`config.mk`:
```
export PLATFORM = sky130hd
export DESIGN_NAME = clksync_rx
export DESIGN_NICKNAME = d
export VERILOG_FILES = /design/src/rtl/clksync_rx_pkg.sv /design/src/rtl/clksync_rx_clkgen.sv /design/src/rtl/clksync_rx_shifter.sv /design/src/rtl/clksync_rx_fifo.sv /design/src/rtl/clksync_rx.sv
export SDC_FILE = /design/constraint.sdc
export NUM_CORES = 1
export LEC_CHECK = 0
export BUFFER_PORTS_ARGS = -buffer_cell sky130_fd_sc_hd__buf_2
export CAP_MARGIN = 20
export CORE_MARGIN = 2
export CORE_UTILIZATION = 39
export DETAILED_ROUTE_END_ITERATION = 12
export MAX_ROUTING_LAYER = met4
export SLEW_MARGIN = 10
export SYNTH_ARGS = -nofsm -noshare
export SYNTH_HDL_FRONTEND = slang
export SYNTH_HIERARCHICAL = 1
export SYNTH_SLANG_ARGS = --single-unit
```
`constraint.sdc`:
```
create_clock -name clk -period 4.92 [get_ports clk]
set_clock_uncertainty 0.2 [all_clocks]
set_input_delay 0.984 -clock clk [delete_from_list [all_inputs] [get_ports clk]]
set_output_delay 0.984 -clock clk [all_outputs]
set_load 0.01 [all_outputs]
```
`src/rtl/clksync_rx_pkg.sv`:
```
package clksync_rx_pkg;
  // Fill level at which the data-ready flag sets, per selector code.
  function automatic int unsigned trig_level(input logic [1:0] sel, input int unsigned depth);
    case (sel)
      2'd0:    return 1;
      2'd1:    return 4;
      2'd2:    return 8;
      default: return depth - 2;
    endcase
  endfunction
endpackage

```
`src/rtl/clksync_rx_clkgen.sv`:
```
module clksync_rx_clkgen #(
  parameter int DIV_W = 8
) (
  input  logic             clk,
  input  logic             rst_n,
  input  logic             run,
  input  logic [DIV_W-1:0] half_period,
  output logic             sck,
  output logic             sample
);
  logic [DIV_W-1:0] cnt_q;
  logic             term;

  assign term   = (cnt_q == half_period - DIV_W'(1));
  assign sample = run && term && !sck;

  always_ff @(posedge clk or negedge rst_n) begin
    if (!rst_n) begin
      cnt_q <= '0;
      sck   <= 1'b0;
    end else if (!run) begin
      cnt_q <= '0;
      sck   <= 1'b0;
    end else if (term) begin
      cnt_q <= '0;
      sck   <= ~sck;
    end else begin
      cnt_q <= cnt_q + DIV_W'(1);
    end
  end
endmodule

```
`src/rtl/clksync_rx_shifter.sv`:
```
module clksync_rx_shifter #(
  parameter int DATA_W = 8
) (
  input  logic              clk,
  input  logic              rst_n,
  input  logic              enable,
  input  logic              sample,
  input  logic              sd_in,
  output logic              frame_done,
  output logic [DATA_W-1:0] frame_data
);
  localparam int BC_W = $clog2(DATA_W);

  logic [DATA_W-1:0] sr_q;
  logic [BC_W-1:0]   bits_q;

  assign frame_data = {sd_in, sr_q[DATA_W-1:1]};
  assign frame_done = sample && (bits_q == BC_W'(DATA_W - 1));

  always_ff @(posedge clk or negedge rst_n) begin
    if (!rst_n) begin
      sr_q   <= '0;
      bits_q <= '0;
    end else if (!enable) begin
      bits_q <= '0;
    end else if (sample) begin
      sr_q   <= frame_data;
      bits_q <= frame_done ? '0 : bits_q + BC_W'(1);
    end
  end
endmodule

```
`src/rtl/clksync_rx_fifo.sv`:
```
module clksync_rx_fifo #(
  parameter int DATA_W = 8,
  parameter int DEPTH  = 16
) (
  input  logic                       clk,
  input  logic                       rst_n,
  input  logic                       push,
  input  logic [DATA_W-1:0]          push_data,
  input  logic                       pop,
  output logic [DATA_W-1:0]          head,
  output logic [$clog2(DEPTH+1)-1:0] level,
  output logic                       full,
  output logic                       empty
);
  localparam int AW  = $clog2(DEPTH);
  localparam int LVW = $clog2(DEPTH + 1);

  logic [DATA_W-1:0] mem [DEPTH];
  logic [AW-1:0]     wptr_q, rptr_q;
  logic              do_push, do_pop;

  assign full    = (level == LVW'(DEPTH));
  assign empty   = (level == '0);
  assign do_push = push && !full;
  assign do_pop  = pop && !empty;
  assign head    = mem[rptr_q];

  function automatic logic [AW-1:0] bump(input logic [AW-1:0] p);
    return (p == AW'(DEPTH - 1)) ? '0 : p + AW'(1);
  endfunction

  always_ff @(posedge clk) begin
    if (do_push) mem[wptr_q] <= push_data;
  end

  always_ff @(posedge clk or negedge rst_n) begin
    if (!rst_n) begin
      wptr_q <= '0;
      rptr_q <= '0;
      level  <= '0;
    end else begin
      if (do_push) wptr_q <= bump(wptr_q);
      if (do_pop)  rptr_q <= bump(rptr_q);
      case ({do_push, do_pop})
        2'b10:   level <= level + LVW'(1);
        2'b01:   level <= level - LVW'(1);
        default: level <= level;
      endcase
    end
  end
endmodule

```
`src/rtl/clksync_rx.sv`:
```
module clksync_rx
  import clksync_rx_pkg::*;
#(
  parameter int DATA_W = 8,
  parameter int DEPTH  = 16,
  parameter int DIV_W  = 8
) (
  input  logic              clk,
  input  logic              rst_n,
  input  logic              rx_en,
  input  logic [DIV_W-1:0]  half_period,
  input  logic [1:0]        trig_sel,
  input  logic              rie,
  input  logic              reie,
  input  logic              sd_in,
  output logic              sck_out,
  output logic              rd_valid,
  input  logic              rd_ready,
  output logic [DATA_W-1:0] rd_data,
  output logic              rdf_flag,
  input  logic              rdf_clr,
  output logic              ovr_flag,
  input  logic              ovr_clr,
  output logic              irq_rx,
  output logic              irq_brk
);
  localparam int LVW = $clog2(DEPTH + 1);

  logic              run, sample, frame_done, fifo_full, fifo_empty, push;
  logic [DATA_W-1:0] frame_data;
  logic [LVW-1:0]    level;
  logic              at_trig;

  assign run = rx_en && !ovr_flag;

  clksync_rx_clkgen #(.DIV_W(DIV_W)) u_clkgen (
    .clk(clk), .rst_n(rst_n), .run(run), .half_period(half_period),
    .sck(sck_out), .sample(sample)
  );

  clksync_rx_shifter #(.DATA_W(DATA_W)) u_shift (
    .clk(clk), .rst_n(rst_n), .enable(rx_en), .sample(sample), .sd_in(sd_in),
    .frame_done(frame_done), .frame_data(frame_data)
  );

  assign push = frame_done && !fifo_full;

  clksync_rx_fifo #(.DATA_W(DATA_W), .DEPTH(DEPTH)) u_fifo (
    .clk(clk), .rst_n(rst_n), .push(push), .push_data(frame_data),
    .pop(rd_ready), .head(rd_data), .level(level),
    .full(fifo_full), .empty(fifo_empty)
  );

  assign rd_valid = !fifo_empty;
  assign at_trig  = (level >= LVW'(trig_level(trig_sel, DEPTH)));

  always_ff @(posedge clk or negedge rst_n) begin
    if (!rst_n) begin
      ovr_flag <= 1'b0;
      rdf_flag <= 1'b0;
    end else begin
      if (frame_done && fifo_full) ovr_flag <= 1'b1;
      else if (ovr_clr)            ovr_flag <= 1'b0;
      rdf_flag <= at_trig || (rdf_flag && !rdf_clr);
    end
  end

  assign irq_rx  = rdf_flag && rie;
  assign irq_brk = ovr_flag && (rie || reie);
endmodule

```
### Word-level counts from Yosys, hierarchy flattened

Memory sizes are Yosys's and may differ from the RTL's.
Cells that the tools add are included.

| cells by class | value |
|---|---|
| multiplexer cells | 15 |
| magnitude comparators | 1 |
| bitwise gates (word level) | 1 |
| equal/unequal tests | 11 |
| $add $sub $neg | 7 |
| reductions and logical operators | 23 |

Operator list:

| kind | number |
|---|---|
| two-way mux 8 bit | 2 |
| one-hot mux 4 bit (3 select lines) | 1 |
| logical AND 1 bit | 11 |
| one-hot mux 5 bit (2 select lines) | 1 |
| two-way mux 3 bit | 3 |
| adder 4 x 1 -> 4 bit, second input constant | 2 |
| adder 8 x 1 -> 8 bit, second input constant | 1 |
| equality test 4 bit, second input constant | 2 |
| equality test 8 bit | 1 |
| two-way mux 4 bit | 2 |
| subtractor 8 x 1 -> 8 bit, second input constant | 1 |
| two-way mux 1 bit | 6 |
| adder 5 x 1 -> 5 bit, second input constant | 1 |
| equality test 5 bit, second input constant | 1 |
| greater-or-equal comparator 5 bit | 1 |
| zero test 1 bit | 5 |
| zero test 5 bit | 1 |
| subtractor 5 x 1 -> 5 bit, second input constant | 1 |
| equality test 2 x 1 -> 1 bit, second input constant | 2 |
| equality test 2 bit, second input constant | 2 |
| nonzero test 2 bit | 2 |
| adder 3 x 1 -> 3 bit, second input constant | 1 |
| equality test 3 bit, second input constant | 1 |
| zero test 2 bit | 1 |
| 5 further kinds | 6 |

| word-level totals | value |
|---|---|
| output and inout port bits | 14 |
| RAM bits | 128 |
| memories | 1 |
| word-level logic and storage cells | 68 |
| flip-flop bits (word level) | 35 |

Memory list:

| memory | words | width | read ports | clocked after Yosys merged registers in | wr ports | RTL line | source |
|---|---|---|---|---|---|---|---|
| u_fifo.mem | 16 | 8 | 1 | 0 | 1 | clksync_rx_fifo.sv:18 | `logic [DATA_W-1:0] mem [DEPTH];` |

### Depth between registers and ports, before layout

| logic depth | value |
|---|---|
| depth in word-level cells | 9 |
| mapped depth | 17 |

### Hierarchy

Netlist, hierarchy kept.

Modules (own cells, without submodules):

| module | times used | area each (sq um) | sequential area each (sq um) | cells an instance |
|---|---|---|---|---|
| clksync_rx_fifo | 1 | 5765.5 | 4169.0 | 311 |
| clksync_rx_clkgen | 1 | 693.2 | 225.2 | 66 |
| clksync_rx_shifter | 1 | 439.2 | 250.2 | 30 |
| clksync_rx | 1 | 232.7 | 50.0 | 27 |

### Least setup slack after synthesis

Ideal clock, no wire load.

| path | value |
|---|---|
| kind | input to register |
| from | input half_period[0] |
| to | register u_fifo.level[4] |
| path buffers | 1 |
| library setup time | 0.080 ns |
| stages on the path | 17 |
| data required time | 4.640 ns |
| slack | -0.183 ns |
| arrival time | 4.823 ns |
| cell sequence | inv_1 > ha_1 > or3b_1 > nor4_2 > o211ai_2 > a2111oi_2 > and2_2 > nor2b_1 > a21boi_0 > buf_2 > inv_1 > ha_1 > fa_1 > a21o_1 > a21oi_1 > mux2i_1 > xnor2_1 |

| on the way | value |
|---|---|
| cells in the longest elaborated chain, start to end | 9 |
| elaborated cells on any way between the ends | 11 |
| classes of those cells | add/sub: 1; eq/ne: 3; mux: 1; reduce/logical: 6 |

Ends and longest elaborated chain:

| what | RTL line | source |
|---|---|---|
| start: declaration | clksync_rx.sv:11 | `input logic [DIV_W-1:0] half_period,` |
| subtractor 8 x 1 -> 8 bit * | clksync_rx_clkgen.sv:14 | `assign term = (cnt_q == half_period - DIV_W'(1));` |
| equality test 8 bit * | clksync_rx_clkgen.sv:14 |  |
| logical AND 1 bit * (2 in series) | clksync_rx_clkgen.sv:15 | `assign sample = run && term && !sck;` |
| via sample | clksync_rx.sv:29 | `logic run, sample, frame_done, fifo_full, fifo_empty, push;` |
| logical AND 1 bit * | clksync_rx_shifter.sv:18 | `assign frame_done = sample && (bits_q == BC_W'(DATA_W - 1));` |
| via frame_done | clksync_rx.sv:29 |  |
| logical AND 1 bit * | clksync_rx.sv:46 | `assign push = frame_done && !fifo_full;` |
| via push | clksync_rx.sv:29 |  |
| logical AND 1 bit * | clksync_rx_fifo.sv:24 | `assign do_push = push && !full;` |
| equality test 2 x 1 -> 1 bit or equality test 2 bit (tied branches) | clksync_rx_fifo.sv:44 | `case ({do_push, do_pop})` |
| one-hot mux 5 bit (2 select lines) or nonzero test 2 bit (tied branches) | -- |  |
| end signal: assignment | clksync_rx_fifo.sv:45 | `2'b10: level <= level + LVW'(1);` |
| end signal: assignment | clksync_rx_fifo.sv:46 | `2'b01: level <= level - LVW'(1);` |
| end signal: assignment | clksync_rx_fifo.sv:47 | `default: level <= level;` |
| end: declaration | clksync_rx_fifo.sv:11 | `output logic [$clog2(DEPTH+1)-1:0] level,` |

Mark *: on every way through the listed nets, which the timed path passes. The rest lies on a longest branch.
A chain may end at the register's enable or synchronous reset.

### Final worst setup path

Same ends and word-level chain as after synthesis.

==> flow_summary_export.csv <==
group,metric,value,unit
critical_path,critPathSlowestCell,"fa_1",
critical_path,crit_chain,"buf_2 -> inv_1 -> ha_1 -> or3b_1 -> nor4_2 -> o211ai_2 -> a2111oi_4 -> and2_2 -> nor2b_1 -> a21boi_0 -> inv_1 -> ha_1 -> fa_1 -> a21o_1 -> a21oi_1 -> mux2i_1 -> xnor2_1",
route,via_count,3929,
route,wl_met1,6530,um
die,core.rowCount,49,
route,ant_nets,0,
clock_tree,cts_root_buf,"clkbuf_16",
clock_tree,post_cts_resized,0,
critical_path,end_kind,"register",
synth,netlist-cell-type-count,65,
critical_path,r2r_slack,0.89,ns
critical_path,crit_fanout,6,
global_route,globalRouteOverflowTotal,0,
global_route,grt_max_degree,35,
synth,synth_async_sr_flop_share,21.0,%
synth,ys_warn_count,6,
route,wl_met2,6730,um
clock_tree,cts_setup_buffers,0,
synth,synth.area.top_cells,"edfxtp_1 (54%), dfrtp_1 (12%), mux4_2 (7.6%)",
worst_hold_path,min_path_cells,2,
clock_tree,path_clk_slew,0.06,ns
synth,syn_avg_cell_area,16.4,um2
cells_and_area,nFillCells,1513,
timing,rsz0062_at_grt,"false",
cells_and_area,antennaDiodeCount,0,
clock_tree,cts_inserted_buffers,17,
clock_tree,hold_buffers,0,
worst_hold_path,min-delay-path-class,"reg2reg",
route,met3WireLength,497,um
timing,slew_violations,0,
cells_and_area,drive_gt1_share,27.4,%
synth,synth_top_area_share,53.9,%
critical_path,start_kind,"input port",
synth,syn_area,7130,um2
flow_run,maxCapViolations,0,
die,io_pins,33,
placed_design,dp_worst_setup_slack,0.0602,ns
die,die_h,139,um
global_route,grt_pass1_wl,22400,um
die,dieArea,19400,um2
route,top_layer_used,"met4",
critical_path,crit_buf_inv,3,
route,viasPerCell,5.37,
route,drtIter0Drc,319,
outcome,status,"complete, no violations",
timing,fmax,226,MHz
power,p_leak,0.00292,uW
worst_hold_path,hold-path-endpoint,"u_shift/bits_q[2]$_DFFE_PN0P_",
cells_and_area,ff_latch_area,4700,um2
timing,fin_crit,4.42,ns
critical_path,arrival,4.55,ns
route,drc,0,
cells_and_area,nets,527,
global_route,grt_pass1_vias,4054,
clock_tree,cts.sinks,162,
placed_design,gp_congestion,0.833,
cells_and_area,multi_input_area,2310,um2
critical_path,crit_family,"compound AO/OA/AOI/OAI gates",
timing,hold_viol_final,0,
die,initial_core_util,39.7,%
synth,synth-seq-cells,162,
route,first_pass_iters,4,
placed_design,io_buffers,32,
critical_path,r2r.worst_path.cells,14,
power,powerDensity,338,nW/um2
placed_design,dp_hpwl,9100,um
clock_tree,clockBufferDepth,2,
critical_path,cp_data_required_time,5.06,ns
cells_and_area,layout_common_cells,"edfxtp_1 (128), buf_2 (32), dfrtp_1 (32), mux2i_1 (26), mux4_2 (24)",
timing,setup_ws,0.503,ns
critical_path,worstSetupPathType,"in2reg",
die,core,18000,um2
cells_and_area,layout.cells.non_filler,732,
timing,final-setup-viol-count,0,
cells_and_area,final_common_cell,"edfxtp_1",
timing,max_slew.worst_pin.slew,0.915,ns
clock_tree,htree_levels,4,
timing,fin_setup_tns,0,ns
route,wl_per_cell,19.0,um
synth,syn_nets,471,
placed_design,post-place-cells,700,
synth,seq_area_frac_synth,65.8,%
power,peakVddDrop,0.000226,V
synth,synth-main-ff-cell,"edfxtp_1",
timing,layout_worst_path_cycle_share,89.8,%
synth,synth_edf_count,128,
synth,yosysTopAreaCell,"edfxtp_1",
global_route,antenna_found_initial,0,
synth,syn-instance-count,434,
clock_tree,tritoncts,"done",
worst_hold_path,min_from,"u_shift/bits_q[2]$_DFFE_PN0P_",
die,die_w,139,um
critical_path,crit_path_max_incr_delay,0.42,ns
critical_path,r2r_start,"u_clkgen/cnt_q[5]$_DFF_PN0_",
power,total_power,2780,uW
timing,max-slew-margin-rel,39.0,%
global_route,grt_use_total,15.6,%
critical_path,r2r_end,"u_fifo/level[4]$_DFFE_PN0P_",
clock_tree,clk_latency,0.41,ns
route,wirelength,13900,um
cells_and_area,area_growth_syn_to_layout,15.4,%
## metrics by stage
step                hold slack, ns  area [um2]  util (%)
floorplan                    0.277        7140         -
global placement             0.306        7660      42.6
detailed placement           0.329        7660      42.6
CTS                          0.344        8230      45.8
global route                 0.372        8230      45.8
finish                       0.331        8230      45.8
## state kept, by name, summed over array words and instances (netlist names)
register	cells
u_fifo/level	5
u_clkgen/cnt_q	8
u_clkgen/sck	1
rdf_flag	1
u_fifo/wptr_q	4
u_fifo/mem	128
u_fifo/rptr_q	4
u_shift/sr_q	7
u_shift/bits_q	3
ovr_flag	1
## how the worst max path moves through the flow
| stage | from | slack, ns | to | cells after the start |
|---|---|---|---|---|
| after floorplan | half_period[0] | 0.13 | u_fifo/level[4]$_DFFE_PN0P_ | 17 |
| final | half_period[0] | 0.50 | u_fifo/level[4]$_DFFE_PN0P_ | 17 |
| after global placement | half_period[0] | 0.17 | u_fifo/level[4]$_DFFE_PN0P_ | 17 |
| after global routing | half_period[0] | 0.15 | u_fifo/level[4]$_DFFE_PN0P_ | 17 |
| after detailed placement | half_period[0] | 0.06 | u_fifo/level[4]$_DFFE_PN0P_ | 17 |
| after CTS | half_period[0] | 0.50 | u_fifo/level[4]$_DFFE_PN0P_ | 17 |
## Yosys cell counts, types with 5 or more instances
master    instances
edfxtp_1        128
dfrtp_1          34
mux2i_1          26
mux4_2           24
nor2_1           20
ha_1             17
nand2_1          16
xnor2_1          16
inv_1            12
a32oi_1           9
o21ai_0           9
a22oi_1           8
mux2_2            8
nor3b_1           8
nor3_1            7
o21ai_1           6
xor2_1            6
nand3_1           5
nor2b_1           5
## cell families (layout without fill, tap and decap cells)
family | Yosys count | after routing | share of synthesized area (%)
simple gates | 87 | 87 | 6.98
flops | 162 | 162 | 65.8
buf+inv | 29 | 98 | 1.98
xor+xnor | 22 | 22 | 2.70
mux | 60 | 60 | 12.9
compound gates | 56 | 56 | 6.32
fa+ha+maj | 18 | 18 | 3.26
## per-layer routing
layer  track usage (%)  vias to the layer above
met1              20.7                     2048
met2              24.5                       61
li1                  -                     1809
met5                 -                        -
met3              3.41                       11
met4              4.68                        0
## tightest hold or removal path, cell delays in order (launching register included)
cell	delay, ns
dfrtp_1	0.36
nand3b_1	0.08
o21ai_0	0.06
## cell type report
type | count | share of cell area [%]
Timing Repair Buffer | 54 | 3.95
Clock buffer | 17 | 5.17
Sequential cell | 162 | 57.1
Multi-Input combinational cell | 243 | 28.0
Inverter | 12 | 0.548
Clock inverter | 15 | 1.70
Tap cell | 229 | 3.48
## power by group
group          switching (uW)  internal [uW]  total (uW)  leakage [uW]
logic                    31.0           23.6        54.7      0.000987
clock network             514            741        1250      0.000272
registers                6.57           1470        1470       0.00166
(Power assumes the default switching activity.)
